**config.mk**
```make
export PLATFORM = sky130hd
export DESIGN_NAME = sampled_input_filter
export DESIGN_NICKNAME = d
export VERILOG_FILES = /design/src/rtl/sif_pkg.sv /design/src/rtl/sif_sync.sv /design/src/rtl/sif_prescale.sv /design/src/rtl/sif_runlen.sv /design/src/rtl/sampled_input_filter.sv
export SDC_FILE = /design/constraint.sdc
export NUM_CORES = 1
export LEC_CHECK = 0
export ABC_AREA = 1
export BUFFER_PORTS_ARGS = -buffer_cell sky130_fd_sc_hd__clkbuf_2
export CELL_PAD_IN_SITES_DETAIL_PLACEMENT = 1
export CELL_PAD_IN_SITES_GLOBAL_PLACEMENT = 2
export CORE_AREA = 2 2 74 76
export DETAILED_ROUTE_END_ITERATION = 8
export DIE_AREA = 0 0 76 78
export GPL_ROUTABILITY_DRIVEN = 0
export GPL_TIMING_DRIVEN = 0
export PLACE_DENSITY_LB_ADDON = 0.12
export REMOVE_ABC_BUFFERS = 1
export SYNTH_ARGS = -nofsm -noshare
export SYNTH_HDL_FRONTEND = slang
export SYNTH_HIERARCHICAL = 1
export SYNTH_SLANG_ARGS = --single-unit
```
**constraint.sdc**
```tcl
create_clock -name clk_i -period 5.94 [get_ports clk_i]
set_input_delay 0.297 -clock clk_i [delete_from_list [all_inputs] [get_ports clk_i]]
set_output_delay 0.297 -clock clk_i [all_outputs]
set_load 0.02 [all_outputs]
```
**src/rtl/sif_pkg.sv**
```systemverilog
package sif_pkg;
  localparam int CODE_W = 4;
  localparam int DLOG_W = 3;
  localparam int RUN_W  = 4;
  localparam int MAX_DIV_LOG = 5;
  localparam int PRE_W  = MAX_DIV_LOG;

  typedef struct packed {
    logic              use_kern;
    logic [DLOG_W-1:0] div_log2;
    logic [RUN_W-1:0]  need;
  } sif_cfg_t;

  function automatic sif_cfg_t sif_decode(input logic [CODE_W-1:0] code);
    sif_cfg_t c;
    c.use_kern = 1'b0;
    c.div_log2 = '0;
    c.need     = RUN_W'(1);
    case (code)
      4'd0:  begin c.use_kern = 1'b0; c.div_log2 = 3'd0; c.need = 4'd1; end
      4'd1:  begin c.use_kern = 1'b1; c.div_log2 = 3'd0; c.need = 4'd2; end
      4'd2:  begin c.use_kern = 1'b1; c.div_log2 = 3'd0; c.need = 4'd4; end
      4'd3:  begin c.use_kern = 1'b1; c.div_log2 = 3'd0; c.need = 4'd8; end
      4'd4:  begin c.div_log2 = 3'd1; c.need = 4'd6; end
      4'd5:  begin c.div_log2 = 3'd1; c.need = 4'd8; end
      4'd6:  begin c.div_log2 = 3'd2; c.need = 4'd6; end
      4'd7:  begin c.div_log2 = 3'd2; c.need = 4'd8; end
      4'd8:  begin c.div_log2 = 3'd3; c.need = 4'd6; end
      4'd9:  begin c.div_log2 = 3'd3; c.need = 4'd8; end
      4'd10: begin c.div_log2 = 3'd4; c.need = 4'd5; end
      4'd11: begin c.div_log2 = 3'd4; c.need = 4'd6; end
      4'd12: begin c.div_log2 = 3'd4; c.need = 4'd8; end
      4'd13: begin c.div_log2 = 3'd5; c.need = 4'd5; end
      4'd14: begin c.div_log2 = 3'd5; c.need = 4'd6; end
      default: begin c.div_log2 = 3'd5; c.need = 4'd8; end
    endcase
    return c;
  endfunction
endpackage

```
**src/rtl/sif_sync.sv**
```systemverilog
module sif_sync #(
  parameter int STAGES = 2
) (
  input  logic clk_i,
  input  logic rst_ni,
  input  logic d_i,
  output logic q_o
);
  logic [STAGES-1:0] stg_q;

  generate
    for (genvar i = 0; i < STAGES; i++) begin : g_stg
      always_ff @(posedge clk_i or negedge rst_ni) begin
        if (!rst_ni) stg_q[i] <= 1'b0;
        else if (i == 0) stg_q[i] <= d_i;
        else stg_q[i] <= stg_q[(i == 0) ? 0 : i-1];
      end
    end
  endgenerate

  assign q_o = stg_q[STAGES-1];
endmodule

```
**src/rtl/sif_prescale.sv**
```systemverilog
module sif_prescale
  import sif_pkg::*;
(
  input  logic              clk_i,
  input  logic              rst_ni,
  input  logic              clr_i,
  input  logic              en_i,
  input  logic [DLOG_W-1:0] div_log2_i,
  output logic              stb_o
);
  logic [PRE_W-1:0] cnt_q;
  logic [PRE_W-1:0] term;

  // terminal count = divide factor - 1
  always_comb begin
    for (int i = 0; i < PRE_W; i++) term[i] = (i < int'(div_log2_i));
  end

  assign stb_o = en_i && !clr_i && (cnt_q == term);

  always_ff @(posedge clk_i or negedge rst_ni) begin
    if (!rst_ni)    cnt_q <= '0;
    else if (clr_i) cnt_q <= '0;
    else if (en_i)  cnt_q <= stb_o ? '0 : cnt_q + 1'b1;
  end
endmodule

```
**src/rtl/sif_runlen.sv**
```systemverilog
module sif_runlen
  import sif_pkg::*;
(
  input  logic             clk_i,
  input  logic             rst_ni,
  input  logic             clr_i,
  input  logic             stb_i,
  input  logic             smp_i,
  input  logic [RUN_W-1:0] need_i,
  output logic [RUN_W-1:0] run_o,
  output logic             q_o
);
  logic [RUN_W-1:0] run_q, run_nx;
  logic             last_q, q_q;
  logic             same;

  assign same   = (run_q != '0) && (smp_i == last_q);
  // saturate at the required count
  assign run_nx = !same ? RUN_W'(1) : ((run_q >= need_i) ? run_q : run_q + 1'b1);

  always_ff @(posedge clk_i or negedge rst_ni) begin
    if (!rst_ni) begin
      run_q  <= '0;
      last_q <= 1'b0;
      q_q    <= 1'b0;
    end else if (clr_i) begin
      run_q  <= '0;
    end else if (stb_i) begin
      run_q  <= run_nx;
      last_q <= smp_i;
      if (run_nx >= need_i) q_q <= smp_i;
    end
  end

  assign run_o = run_q;
  assign q_o   = q_q;
endmodule

```
**src/rtl/sampled_input_filter.sv**
```systemverilog
module sampled_input_filter
  import sif_pkg::*;
#(
  parameter int SYNC_STAGES = 2
) (
  input  logic              clk_i,
  input  logic              rst_ni,
  input  logic              kern_en_i,
  input  logic              base_en_i,
  input  logic [CODE_W-1:0] sel_i,
  input  logic              din_i,
  output logic              dout_o
);
  logic              din_sync;
  logic [CODE_W-1:0] sel_q;
  logic              sel_chg;
  sif_cfg_t          cfg;
  logic              src_en;
  logic              smp_stb;
  logic [RUN_W-1:0]  run_cnt;

  sif_sync #(.STAGES(SYNC_STAGES)) u_sync (
    .clk_i (clk_i),
    .rst_ni(rst_ni),
    .d_i   (din_i),
    .q_o   (din_sync)
  );

  always_ff @(posedge clk_i or negedge rst_ni) begin
    if (!rst_ni) sel_q <= '0;
    else         sel_q <= sel_i;
  end

  assign sel_chg = (sel_i != sel_q);
  assign cfg     = sif_decode(sel_i);
  assign src_en  = cfg.use_kern ? kern_en_i : base_en_i;

  sif_prescale u_pre (
    .clk_i     (clk_i),
    .rst_ni    (rst_ni),
    .clr_i     (sel_chg),
    .en_i      (src_en),
    .div_log2_i(cfg.div_log2),
    .stb_o     (smp_stb)
  );

  sif_runlen u_run (
    .clk_i (clk_i),
    .rst_ni(rst_ni),
    .clr_i (sel_chg),
    .stb_i (smp_stb),
    .smp_i (din_sync),
    .need_i(cfg.need),
    .run_o (run_cnt),
    .q_o   (dout_o)
  );
endmodule

```
# Yosys cells after proc, flatten, opt, wreduce, memory -nomap -nowiden

Index checks and enable logic that the tools add are counted.

Equality and inequality tests: 17
Bitwise operators: 1
$add $sub $neg: 2
Muxes and demuxes: 10
Reduce and logical (&&, ||, !) cells: 11
Order comparisons: 7

Operators by type and width:

| operator            | count |
|---|---|
| $pmux 7 s15         | 1 |
| $eq 4x4->1 const B  | 7 |
| $eq 4x3->1 const B  | 4 |
| $mux 4              | 4 |
| $mux 5              | 3 |
| $eq 4x2->1 const B  | 2 |
| $ge 4x4->1          | 2 |
| $lt 1x3->1 const A  | 2 |
| $lt 2x3->1 const A  | 2 |
| $add 5x1->5 const B | 1 |
| $eq 5x5->1          | 1 |
| $add 4x1->4 const B | 1 |
| $eq 4x1->1 const B  | 1 |
| $logic_not 4->1     | 1 |
| $ne 4x4->1          | 1 |
| $reduce_bool 2->1   | 2 |
| $reduce_bool 4->1   | 1 |
| $logic_and 1x1->1   | 3 |
| $lt 3x3->1 const A  | 1 |
| $reduce_and 3->1    | 1 |
| $reduce_or 3->1     | 1 |
| $mux 1              | 2 |
| $reduce_and 2->1    | 1 |
| $eq 1x1->1          | 1 |
| other kinds (2)     | 2 |

Logic and storage cells: 55
Flip-flop bits (word level): 17
Output and inout bits: 1

# Logic depth before layout (Yosys ltp)

Word-level depth: 9
Mapped depth: 22
Depth with buffers taken out: 22

# By module

The synthesis kept the hierarchy.

Modules (own cells, without submodules):

| module               | cells an instance | instances | seq. area each (um2) | area an instance (um2) |
|---|---|---|---|---|
| sif_runlen           | 94                | 1         | 150.1                | 648.1 |
| sif_prescale         | 69                | 1         | 125.1                | 405.4 |
| sampled_input_filter | 67                | 1         | 100.1                | 356.6 |
| sif_sync             | 2                 | 1         | 50.0                 | 50.0 |

# Worst setup path before layout

OpenSTA, ideal clock, no wires.

Path kind: input-to-reg
From: input port sel_i[1]
To: register u_run.q_q (netlist: u_run/q_o)
Stages: 19
Library setup time: 0.121 ns
Data arrival time: 2.158 ns
Setup slack: 3.661 ns
Required time: 5.819 ns
Cells stage by stage: inv_2 -> nand2_2 -> inv_1 -> nand2_1 -> nand2_1 -> inv_1 -> ha_1 -> a21oi_4 -> nand3_2 -> nand2_1 -> a21oi_1 -> ha_1 -> inv_1 -> o21bai_1 -> nand3_1 -> nand3_1 -> nand2_1 -> nand2_1 -> o21ai_1

RTL lines:

| item                 | line                       | text |
|---|---|---|
| start, declared      | sampled_input_filter.sv:10 | `input logic [CODE_W-1:0] sel_i,` |
| end signal, assigned | sif_runlen.sv:31           | `if (run_nx >= need_i) q_q <= smp_i;` |
| end, declared        | sif_runlen.sv:14           | `logic last_q, q_q;` |

==> results_dict.tcl <==
set metrics [dict create \
    status "completed" \
    stdcell_count 316 \
    wl_per_cell_um 11.21 \
    crit_chain "clkbuf_2, inv_2, nor2_2, nand3_1, nand3_1, inv_1, ha_1, nand2_1, inv_1, nand2_2, nand3_2, nand2_1, a21oi_1, ha_1, inv_1, o21bai_1, nand3_1, nand3_1, nand2_1, nand2_1, o21ai_1" \
    antenna_left 0 \
    total_power_w 0.0002616 \
    worstMarginPinSlew_ns 0.5381 \
    drive_gt1_share_pct 13.01 \
    p_leak_nw 0.9243 \
    design.core.area_sq_um 5042 \
    hold_viol 0 \
    layout_common_cells "96 x nand2_1, 31 x inv_1, 20 x nand3_1" \
    die_h_um 78 \
    cts_buffers 3 \
    grt-ovfl-total 0 \
    met3_usage_pct 1.512 \
    dp_slack_ns 3.084 \
    syn-instance-count 232 \
    rsz0062_at_grt "false" \
    finalMaxSlewViolations 0 \
    htree_levels 1 \
    grtUsageMet1_pct 17.78 \
    grt_busiest_layer "met2" \
    grt_pass1_wl_um 6472 \
    crit_path_end_kind "flop" \
    io_buffers 9 \
    track_usage_pct 13.28 \
    critPathRequiredTime_ns 6.07 \
    grt_pass1_vias 1413 \
    dieArea_sq_um 5928 \
    drt-pass1-iter-count 4 \
    ys_types 19 \
    core.rowCount 26 \
    grt_max_degree 18 \
    drc 0 \
    max_freq_mhz 389.2 \
    area_delta_synth_final_pct 12.85 \
    start_kind "input port" \
    slowest_stage "ha_1" \
    postSynthAreaPerCell_sq_um 6.294 \
    nNetsFinal 267 \
    cts_tree "yes" \
    ys_warn_count 6 \
    worstSkewPairLatency_ns 0.25 \
    crit_fanout 6 \
    clock_skew_ns 0.003252 \
    max_cap_violations 0 \
    clk_path_buf_depth 2 \
    powerDensity_nw_per_um2 158.7 \
    die_w_um 76 \
    use_met2_pct 23.21 \
    vdd_ir_drop_max_uv 80.39 \
    dp_hpwl_um 2942 \
    cts.repair.resized 0 \
    period_share_pct 43.26 \
    via_count 1412 \
    final_common_cell "nand2_1" \
    start_util_pct 28.96 \
    arrival_ns 2.70 \
    cts_sinks 17 \
    hold_class "input port to flop" \
    avgViaCountPerCell 4.468 \
    fin_ws_ns 3.370 \
    pin_count 10 \
    dp_cells 311 \
    cpPeakStageDelay_ns 0.33 \
    clk_pin_slew_ns 0.06 \
    n_antenna_cell 0 \
    syn_area_sq_um 1460 \
    cts_setup_buffers 0 \
    drt_iter0_markers 46 \
    relSlewSlack_pct 64.12 \
    seq_area_frac_synth_pct 29.13 \
    antenna_found_initial 0 \
    final-setup-viol-count 0 \
    hold_ws_ns 0.1520 \
    ys_ff_latch 17 \
    wl_um 3542 \
    fin_setup_tns_ns 0 \
    period_minus_slack_ns 2.570 \
    crit_type "input port to flop" \
    cts_root_buf "clkbuf_8" \
]
## cell usage after synthesis, drive strengths merged
cell | number | area share [%]
ha | 11 | 9.4
o21bai | 1 | 0.51
xnor2 | 1 | 0.60
inv | 39 | 10
a21oi | 7 | 3.9
o21ai | 6 | 2.1
nor2 | 21 | 6.1
xor2 | 3 | 1.8
nand3 | 22 | 8.2
nand2 | 100 | 26
nand4 | 3 | 1.3
nand3b | 1 | 0.51
dfrtp | 17 | 29
## worst paths after layout
check | startpoint | to | slack (ns) | depth (start not counted)
setup / recovery | sel_i[3] | u_run/q_o$_DFFE_PN0P_ | 3.37 | 21
hold / removal | din_i | u_sync/stg_q[0]$_DFF_PN0_ | 0.15 | 1
setup reg to reg | u_run/run_o[3]$_DFFE_PN0P_ | u_run/q_o$_DFFE_PN0P_ | 3.61 | 13
hold reg to reg | u_sync/stg_q[0]$_DFF_PN0_ | u_sync/q_o$_DFF_PN0_ | 0.35 | 0
max in group asynchronous | rst_ni | sel_q[2]$_DFF_PN0_ | 5.12 | 2
min in group asynchronous | rst_ni | u_run/q_o$_DFFE_PN0P_ | 0.51 | 2
## stage by stage
step | area [sq um] | utilization [%]
after detailed placement | 1593 | 31.59
after floorplan | 1460 | -
final | 1648 | 32.68
after CTS | 1648 | 32.68
after global placement | 1593 | 31.59
after global routing | 1648 | 32.68
## report_power, final
group	leakage, nW	total [W]	internal [W]	switching [W]
Clock	0.0228	0.0000843	0.0000475	0.0000369
Sequential	0.218	0.000120	0.000118	0.00000154
Combinational	0.683	0.0000573	0.0000185	0.0000388
## routing by layer
| layer | wire length (um) | vias up |
|---|---|---|
| li1 | - | 743 |
| met5 | 0 | - |
| met2 | 1687 | 6 |
| met1 | 1807 | 661 |
| met3 | 36 | 2 |
| met4 | 10 | 0 |
## registers in the layout, summed over array words and instances, names as in the netlist
register,flops
sel_q,4
u_pre/cnt_q,5
u_sync/stg_q,1
u_run/run_o,4
u_run/q_o,1
u_run/last_q,1
u_sync/q_o,1
## critical path: cells and delay by family
kind | cells | cell delay [ns]
and+or+nand+nor | 11 | 1.12
adders and majority gates | 2 | 0.63
buffers and inverters | 5 | 0.40
AOI/OAI and AO/OA | 3 | 0.27
## timing repair
action,CTS,global route
hold buffers,1,0
setup endpoints to repair,0,0
hold endpoints to repair,17,0
## final cells by class
cell class	instances	area [sq um]
well taps	70	87.58
repair buffers	10	55.05
fillers	686	3395
inverters	39	146.4
clock buffers	4	45.04
multi-input cells	176	888.4
flip-flops and latches	17	425.4
## kinds of logic (layout without fill, tap and decap cells)
kind of cell | count (synthesis) | in the layout | share of synthesized area [%]
AOI/OAI and AO/OA | 14 | 14 | 6.512
DFF | 17 | 17 | 29.13
xor gates and xnor gates | 4 | 4 | 2.400
buffers and inverters | 39 | 53 | 10.03
and+or+nand+nor | 147 | 147 | 42.50
adders and majority gates | 11 | 11 | 9.426
Power figures use the tool's default switching activity.
